## src/rtl/tmr_evt_pkg.sv

```systemverilog
package tmr_evt_pkg;
  localparam int NCH     = 3;
  localparam int MAXCMP  = 4;
  localparam int NSRC    = 6;
  localparam int OVF_BIT = 4;
  localparam int UDF_BIT = 5;
  localparam int TRG_BIT = NSRC;
  localparam int RW      = NSRC + 1;

  function automatic int cmp_cnt(input int ch);
    return (ch == 0) ? 4 : 2;
  endfunction

  function automatic bit udf_has(input int ch);
    return ch != 0;
  endfunction

  function automatic int cmp_base(input int ch);
    int acc;
    acc = 0;
    for (int i = 0; i < ch; i++) acc += cmp_cnt(i);
    return acc;
  endfunction

  function automatic int udf_base(input int ch);
    int acc;
    acc = 0;
    for (int i = 0; i < ch; i++) acc += udf_has(i) ? 1 : 0;
    return acc;
  endfunction

  localparam int NCMP_TOT = cmp_base(NCH);
  localparam int NUDF_TOT = udf_base(NCH);
endpackage

```

## src/rtl/tmr_evt_chan.sv

```systemverilog
module tmr_evt_chan
  import tmr_evt_pkg::*;
#(
  parameter int NCMP    = 4,
  parameter bit HAS_UDF = 1'b1
) (
  input  logic            clk,
  input  logic            rst_n,
  input  logic [NSRC-1:0] ev_i,
  input  logic            wr_flag_i,
  input  logic            wr_ena_i,
  input  logic [RW-1:0]   wdata_i,
  output logic [NSRC-1:0] flag_o,
  output logic [RW-1:0]   ena_o,
  output logic            start_hit_o
);
  localparam logic [NSRC-1:0] CMP_M = NSRC'((32'd1 << NCMP) - 32'd1);
  localparam logic [NSRC-1:0] OVF_M = NSRC'(32'd1 << OVF_BIT);
  localparam logic [NSRC-1:0] UDF_M = HAS_UDF ? NSRC'(32'd1 << UDF_BIT) : '0;
  localparam logic [NSRC-1:0] IMPL  = CMP_M | OVF_M | UDF_M;

  logic [NSRC-1:0] flag_q, flag_d, clr_m, ena_q;
  logic            trg_q;

  always_comb begin
    clr_m  = wr_flag_i ? ~wdata_i[NSRC-1:0] : '0;
    flag_d = ((flag_q & ~clr_m) | ev_i) & IMPL;
  end

  always_ff @(posedge clk) begin
    if (!rst_n) begin
      flag_q <= '0;
      ena_q  <= '0;
      trg_q  <= 1'b0;
    end else begin
      flag_q <= flag_d;
      if (wr_ena_i) begin
        ena_q <= wdata_i[NSRC-1:0] & IMPL;
        trg_q <= wdata_i[TRG_BIT];
      end
    end
  end

  // A rising A flag with trigger enabled; the flag must read 0 before the edge.
  assign start_hit_o = ev_i[0] & ~flag_q[0] & trg_q;
  assign flag_o      = flag_q;
  assign ena_o       = {trg_q, ena_q};

  p_event_sets_r1: assert property (@(posedge clk) disable iff (!rst_n)
    (|(ev_i & IMPL)) |=> ((flag_q & $past(ev_i & IMPL)) == $past(ev_i & IMPL)));

  p_sticky_r2: assert property (@(posedge clk) disable iff (!rst_n)
    !wr_flag_i |=> ((flag_q & $past(flag_q)) == $past(flag_q)));

  p_hit_sets_a_r8: assert property (@(posedge clk) disable iff (!rst_n)
    start_hit_o |=> flag_q[0]);

  p_unimpl_zero_r4: assert property (@(posedge clk) disable iff (!rst_n)
    ((flag_q | ena_q) & ~IMPL) == '0);
endmodule

```

## src/rtl/tmr_evt_start.sv

```systemverilog
module tmr_evt_start #(
  parameter int N = 3
) (
  input  logic         clk,
  input  logic         rst_n,
  input  logic [N-1:0] hit_i,
  input  logic         sel_i,
  output logic         conv_start_o
);
  logic start_q;

  always_ff @(posedge clk) begin
    if (!rst_n) start_q <= 1'b0;
    else        start_q <= (|hit_i) & sel_i;
  end

  assign conv_start_o = start_q;

  p_gate_r9: assert property (@(posedge clk) disable iff (!rst_n)
    !sel_i |=> !conv_start_o);

  p_cause_r10: assert property (@(posedge clk) disable iff (!rst_n)
    conv_start_o |-> ($past(|hit_i) && $past(sel_i)));
endmodule

```

## src/rtl/tmr_evt_regmux.sv

```systemverilog
module tmr_evt_regmux
  import tmr_evt_pkg::*;
#(
  parameter int AW = 3
) (
  input  logic [AW-1:0]              addr_i,
  input  logic [NCH-1:0][NSRC-1:0]   flag_i,
  input  logic [NCH-1:0][RW-1:0]     ena_i,
  output logic [RW-1:0]              rdata_o
);
  always_comb begin
    rdata_o = '0;
    for (int c = 0; c < NCH; c++) begin
      if (addr_i == AW'(2 * c))     rdata_o = {1'b0, flag_i[c]};
      if (addr_i == AW'(2 * c + 1)) rdata_o = ena_i[c];
    end
  end
endmodule

```

## src/rtl/tmr_evt_ctl.sv

```systemverilog
module tmr_evt_ctl
  import tmr_evt_pkg::*;
#(
  parameter int AW = $clog2(2 * NCH)
) (
  input  logic                clk,
  input  logic                rst_n,
  input  logic                reg_we,
  input  logic [AW-1:0]       reg_addr,
  input  logic [RW-1:0]       reg_wdata,
  output logic [RW-1:0]       reg_rdata,
  input  logic [NCMP_TOT-1:0] ev_cmp,
  input  logic [NCH-1:0]      ev_ovf,
  input  logic [NUDF_TOT-1:0] ev_udf,
  input  logic                adc_sel_tmr,
  output logic [NCMP_TOT-1:0] irq_cmp,
  output logic [NCH-1:0]      irq_ovf,
  output logic [NUDF_TOT-1:0] irq_udf,
  output logic                conv_start
);
  logic [NCH-1:0][NSRC-1:0] ev_vec, flags;
  logic [NCH-1:0][RW-1:0]   enas;
  logic [NCH-1:0]           hits;

  for (genvar c = 0; c < NCH; c++) begin : g_ch
    localparam int NC = cmp_cnt(c);
    localparam int CB = cmp_base(c);

    for (genvar k = 0; k < MAXCMP; k++) begin : g_cmp
      if (k < NC) begin : g_on
        assign ev_vec[c][k]            = ev_cmp[CB + k];
        assign irq_cmp[CB + k]         = flags[c][k] & enas[c][k];
      end else begin : g_off
        assign ev_vec[c][k]            = 1'b0;
      end
    end

    assign ev_vec[c][OVF_BIT] = ev_ovf[c];
    assign irq_ovf[c]         = flags[c][OVF_BIT] & enas[c][OVF_BIT];

    if (udf_has(c)) begin : g_udf
      localparam int UB = udf_base(c);
      assign ev_vec[c][UDF_BIT] = ev_udf[UB];
      assign irq_udf[UB]        = flags[c][UDF_BIT] & enas[c][UDF_BIT];
    end else begin : g_noudf
      assign ev_vec[c][UDF_BIT] = 1'b0;
    end

    tmr_evt_chan #(
      .NCMP    (NC),
      .HAS_UDF (udf_has(c))
    ) u_chan (
      .clk         (clk),
      .rst_n       (rst_n),
      .ev_i        (ev_vec[c]),
      .wr_flag_i   (reg_we && (reg_addr == AW'(2 * c))),
      .wr_ena_i    (reg_we && (reg_addr == AW'(2 * c + 1))),
      .wdata_i     (reg_wdata),
      .flag_o      (flags[c]),
      .ena_o       (enas[c]),
      .start_hit_o (hits[c])
    );
  end

  tmr_evt_regmux #(.AW(AW)) u_mux (
    .addr_i  (reg_addr),
    .flag_i  (flags),
    .ena_i   (enas),
    .rdata_o (reg_rdata)
  );

  tmr_evt_start #(.N(NCH)) u_start (
    .clk          (clk),
    .rst_n        (rst_n),
    .hit_i        (hits),
    .sel_i        (adc_sel_tmr),
    .conv_start_o (conv_start)
  );

  logic [NCMP_TOT+NCH+NUDF_TOT-1:0] irq_all;
  assign irq_all = {irq_udf, irq_ovf, irq_cmp};

  p_irq_fall_r3: assert property (@(posedge clk) disable iff (!rst_n)
    !reg_we |=> ((irq_all & $past(irq_all)) == $past(irq_all)));

  p_quiet_after_reset_r11: assert property (@(posedge clk) disable iff (!rst_n)
    $rose(rst_n) |-> (irq_all == '0 && !conv_start));
endmodule

```

## config.mk

```make
export PLATFORM = sky130hd
export DESIGN_NAME = tmr_evt_ctl
export DESIGN_NICKNAME = d
export VERILOG_FILES = /design/src/rtl/tmr_evt_pkg.sv /design/src/rtl/tmr_evt_chan.sv /design/src/rtl/tmr_evt_start.sv /design/src/rtl/tmr_evt_regmux.sv /design/src/rtl/tmr_evt_ctl.sv
export SDC_FILE = /design/constraint.sdc
export NUM_CORES = 1
export LEC_CHECK = 0
export CAP_MARGIN = 20
export CELL_PAD_IN_SITES_DETAIL_PLACEMENT = 0
export CELL_PAD_IN_SITES_GLOBAL_PLACEMENT = 1
export CORE_MARGIN = 4
export CORE_UTILIZATION = 31
export DETAILED_ROUTE_END_ITERATION = 6
export HOLD_SLACK_MARGIN = 0.15
export PLACE_DENSITY = 0.74
export SLEW_MARGIN = 40
export SYNTH_ARGS = -nofsm -noshare
export SYNTH_HDL_FRONTEND = slang
export SYNTH_SLANG_ARGS = --single-unit
```

## constraint.sdc

```tcl
create_clock -name clk -period 1 [get_ports clk]
set_clock_uncertainty 0.1 [all_clocks]
set_input_delay 0.1 -clock clk [delete_from_list [all_inputs] [get_ports clk]]
set_output_delay 0.1 -clock clk [all_outputs]
set_load 0.1 [all_outputs]
```

# Yosys cells after proc, flatten, opt, wreduce, memory -nomap -nowiden
# Cells that the tools add are included.
# totals
latchBits	0
mem_count	0
reg_bits	34
ramBits	0
rom_bits	0
elab_cells	67
# classes
magnitude_cmp	0
multipliers	0
div	0
shift	0
bitwise_logic	33
eq_ne	5
n_mux	9
reduce_logical	8
addsub	0
# ops
op	count
2-to-1 mux 7 bit	5
bitwise AND 1 bit	20
inverter 6 bit	3
bitwise AND 6 bit	2
2-to-1 mux 6 bit	2
bitwise OR 6 bit	2
2-to-1 mux 5 bit	2
equality test 3 x 2 -> 1 bit, second input constant	2
equality test 3 bit, second input constant	2
logical AND 1 bit	6
bitwise AND 5 bit	1
inverter 5 bit	1
bitwise OR 5 bit	1
equality test 3 x 1 -> 1 bit, second input constant	1
logical NOT 3 bit	1
inverter 1 bit	3
OR reduction 3 bit	1

# Longest topological paths before layout
# depth
word_depth	7
mapped_depth	6

# Hierarchy
# Synthesis repeated with hierarchy kept, for this count alone.
# hier_totals
cells_unflattened	188
hier_area_um2	1778.0
# by_module_without_submodules
mod	instances	area_per_inst_um2	seq_area_each_um2	cells_each
tmr_evt_chan at g_ch[1].u_chan ...	2	387.9	180.2	39
tmr_evt_chan at g_ch[0].u_chan	1	450.4	220.2	45
tmr_evt_regmux	1	361.6	0.0	43
tmr_evt_ctl	1	160.2	0.0	20
tmr_evt_start	1	30.0	20.0	2

# Worst setup path before layout
# No wires, ideal clock.
# synth_path
path_kind	input to output
start	input reg_addr[1]
end	output reg_rdata[0]
path_buffers	2
path_slack_ns	-1.910
required_ns	0.800
t_arrival_ns	2.710
stages	6
path_cell_list	buf_6 -> buf_6 -> mux2i_1 -> nor2_1 -> a21oi_1 -> o21ai_0
# synth_between
elab_chain_cells	7
word_cells_on_any_way	12
cone_classes	eq/ne: 5; mux: 6; reduce/logical: 1
# synth_rtl
element	line_no	source
start: declaration	tmr_evt_ctl.sv:9	input logic [AW-1:0] reg_addr,
logical NOT 3 bit	tmr_evt_regmux.sv:14	if (addr_i == AW'(2 * c)) rdata_o = {1'b0, flag_i[c]};
2-to-1 mux 5 bit	tmr_evt_regmux.sv:14	
2-to-1 mux 7 bit	tmr_evt_regmux.sv:15	if (addr_i == AW'(2 * c + 1)) rdata_o = ena_i[c];
2-to-1 mux 7 bit	tmr_evt_regmux.sv:14	
2-to-1 mux 7 bit	tmr_evt_regmux.sv:15	
2-to-1 mux 7 bit	tmr_evt_regmux.sv:14	
2-to-1 mux 7 bit (*)	tmr_evt_regmux.sv:15	
end: declaration	tmr_evt_ctl.sv:11	output logic [RW-1:0] reg_rdata,
# Mark *: on every way between the ends. The rest lies on a longest branch, timed or not.

# Worst setup path after layout
# layout_path
start	register g_ch[0].u_chan.flag_q[4]
end	output reg_rdata[4]
# layout_between
elab_chain_cells	6
# layout_rtl
element	line_no	source
start: declaration	tmr_evt_chan.sv:22	logic [NSRC-1:0] flag_q, flag_d, clr_m, ena_q;
start signal: assignment	tmr_evt_chan.sv:36	flag_q <= flag_d;
2-to-1 mux 5 bit	tmr_evt_regmux.sv:14	
2-to-1 mux 7 bit	tmr_evt_regmux.sv:15	
2-to-1 mux 7 bit	tmr_evt_regmux.sv:14	
2-to-1 mux 7 bit	tmr_evt_regmux.sv:15	
2-to-1 mux 7 bit	tmr_evt_regmux.sv:14	
2-to-1 mux 7 bit	tmr_evt_regmux.sv:15	
# Every way passes these cells.

==> flow_summary.ini <==
[outcome]
status = complete, but fails checks
violations = negative setup slack

[global_routing]
grtUsageMet1_pct = 21.2
grt_use_total_pct = 18.1
busiest_layer = met2
antenna_found_initial = 0
grt_pass1_vias = 1784
grt_pass1_wl_mm = 8.63
grt-ovfl-total = 0
met3_usage_pct = 4.24
grtUsageMet2_pct = 31.3
grt_max_degree = 31

[critical_path]
cp.required_ns = 0.80
crit_fanout = 2
worstPathCellList = mux4_2 > inv_2 > o21ai_4 > buf_12
r2r-end = g_ch[2].u_chan.flag_o[5]$_SDFF_PN0_
crit_type = flip-flop to output pin
critPathMaxStageDelay_ns = 0.45
cp-end-kind = output pin
reg2reg_depth = 4
arrival_ns = 1.40
cp_slowest_cell = mux4_2
rrSetupSlack_ns = -0.01
start_kind = flip-flop
reg2reg_from = g_ch[2].u_chan.flag_o[5]$_SDFF_PN0_

[detailed_routing]
drtIter0Drc = 67
drc_errors = 0
ant_nets = 0
vias = 1581
first_pass_iters = 4
drt_wl_total_mm = 5.33
vias_per_cell = 4.75
wl_per_cell_um = 16.0

[clock_tree]
numCtsBuffers = 5
clkSinkCount = 30
clk_path_buf_depth = 2
root_buffer = clkbuf_8
ctsHoldBuffers = 0
htreeDepth = 2
path_clk_slew_ns = 0.07
clock_latency_ns = 0.30
tritoncts = done

[timing]
rsz0062_at_grt = true
min_period_over_period_pct = 160
whs_ns = 0.234
slew_headroom_pct = 80.1
setup_viol = 39
min_period_ns = 1.60
drv_slew = 0
worst_pin_slew_ns = 0.299
fmax_mhz = 627
finalHoldViolCount = 0
setup_ws_ns = -0.595

[power_and_ir_drop]
power_leakage_nw = 1.30
peakVddDrop_v = 0.000724
p_per_area_nw_per_um2 = 1040

[final_layout]
stdcell_count = 333
num-nets-final = 292
drive_above_1_share_pct = 59.4
n_antenna_cell = 0
synthToLayoutAreaGrowth_pct = 105

[floorplan]
die_h_um = 78.6
initial_core_util_pct = 32.3
fp.dieArea_um2 = 6180
fp.coreArea_um2 = 4790
ios = 48
die_width_um = 78.6
fp-row-count = 25

[logic_synthesis]
synth_nets = 193
syn_inst = 166
synth_area_leaders = dfxtp_1, mux2i_1, o21a_1, nor2b_1, and2_1
avgSynthCellArea_um2 = 9.32
synth_cell_types = 31
synth-edff-count = 0
synth_area_leader_cell = dfxtp_1
synthTopCellsByCount = dfxtp_1, mux2i_1, nor2b_1, o21a_1, and2_1
syn_area_um2 = 1550
yosysSeqAreaShare_pct = 38.8
synth_ff_type = dfxtp_1
synthArstFlopShare_pct = 0
synth.most_common_cell = dfxtp_1
ys_warn_count = 0
synth_top_area_share_pct = 38.8
synth-seq-cells = 30

[flow_run]
cap_violations = 0

[min_path]
holdPathStages = 3
min_from = adc_sel_tmr
holdPathEnd = u_start.conv_start_o$_SDFF_PN0_
hp-class = input port to flip-flop

[placed_design]
portBuffers = 47
dp_hpwl_mm = 3.49
place_inst = 311
place.gp.congestion = 0.813
-- sequential cells by signal, summed over array words and instances, names as in the netlist --
signal	cells
u_start.conv_start_o	1
g_ch.u_chan.trg_q	3
g_ch.u_chan.ena_q	13
g_ch.u_chan.flag_o	13
-- power breakdown --
part	switching (mW)	internal [mW]
logic	0.427	0.483
registers	0.0449	1.25
clock network	0.513	0.553
-- worst max-delay path: cells and delay by family (launching register included) --
| kind | cells | cell delay [ns] |
|---|---|---|
| muxes | 1 | 0.45 |
| DFF | 1 | 0.33 |
| buffers and inverters | 2 | 0.25 |
| AOI/OAI and AO/OA | 1 | 0.06 |
-- how the worst max path moves through the flow --
stage                                    startpoint           end  slack (ns)  depth (start not counted)
3_5_place_dp                            reg_addr[1]  reg_rdata[1]       -0.80                          7
6_report        g_ch[0].u_chan.flag_o[4]$_SDFF_PN0_  reg_rdata[4]       -0.60                          4
2_1_floorplan                           reg_addr[1]  reg_rdata[5]       -0.44                          6
3_3_place_gp                            reg_addr[1]  reg_rdata[4]       -0.78                          6
5_1_grt        g_ch[0].u_chan.ena_q[4]$_SDFFE_PN0P_  reg_rdata[4]       -0.63                          4
4_1_cts        g_ch[1].u_chan.ena_q[4]$_SDFFE_PN0P_  reg_rdata[4]       -0.60                          4
-- cells by family after synthesis --
kind of cell           Yosys count  synth area share [%]
AOI/OAI and AO/OA               41                  17.3
buffers and inverters           12                  4.77
DFF                             30                  38.8
muxes                           22                  15.1
and+or+nand+nor                 61                  23.9
-- metrics by stage --
step	area, µm²	worst slack, ns	setup TNS (ns)	utilization (%)	power (mW)
after floorplan	1690	-0.445	-3.40	-	1.71
after global placement	2700	-0.777	-24.64	56.4	2.07
after detailed placement	2700	-0.797	-25.11	56.4	2.08
after CTS	3080	-0.598	-7.00	64.4	3.25
after global routing	3160	-0.628	-8.82	66.1	3.41
final	3160	-0.595	-7.28	66.1	3.28
-- placed cells by master, fill, tap and decap left out, drive strengths merged, types with 2 or more instances in the layout --
master and n:
o21a 18, buf 78, nor3 4, nand3b 3, a32oi 2, clkdlybuf4s50 22
clkbuf 6, nor2b 20, o21ai 8, nor2 9, nand3 3, dfxtp 30
a21oi 8, mux2i 20, and2 14, nand2 5, inv 3
-- what timing repair did --
action | in CTS | in global routing
gates resized for setup | 87 | 20
cloned | 2 | 0
buffers inserted | 11 | 6
setup endpoints to repair | 50 | 44
pin swaps | 17 | 11
-- area by class of cell --
type                            count  area [µm²]
Inverter                            3        11.3
Timing Repair Buffer              101        1230
Tap cell                           67        83.8
Clock buffer                        6        82.6
Clock inverter                      2        12.5
Sequential cell                    30         638
Fill cell                         364        1620
Multi-Input combinational cell    124        1100
-- per-layer routing --
| metal | part of all wire [%] | up-vias |
|---|---|---|
| met4 | 1.8 | 0 |
| met2 | 50 | 48 |
| li1 | - | 776 |
| met3 | 4.1 | 11 |
| met1 | 44 | 746 |
| met5 | 0 | - |
(Power assumes the default switching activity.)
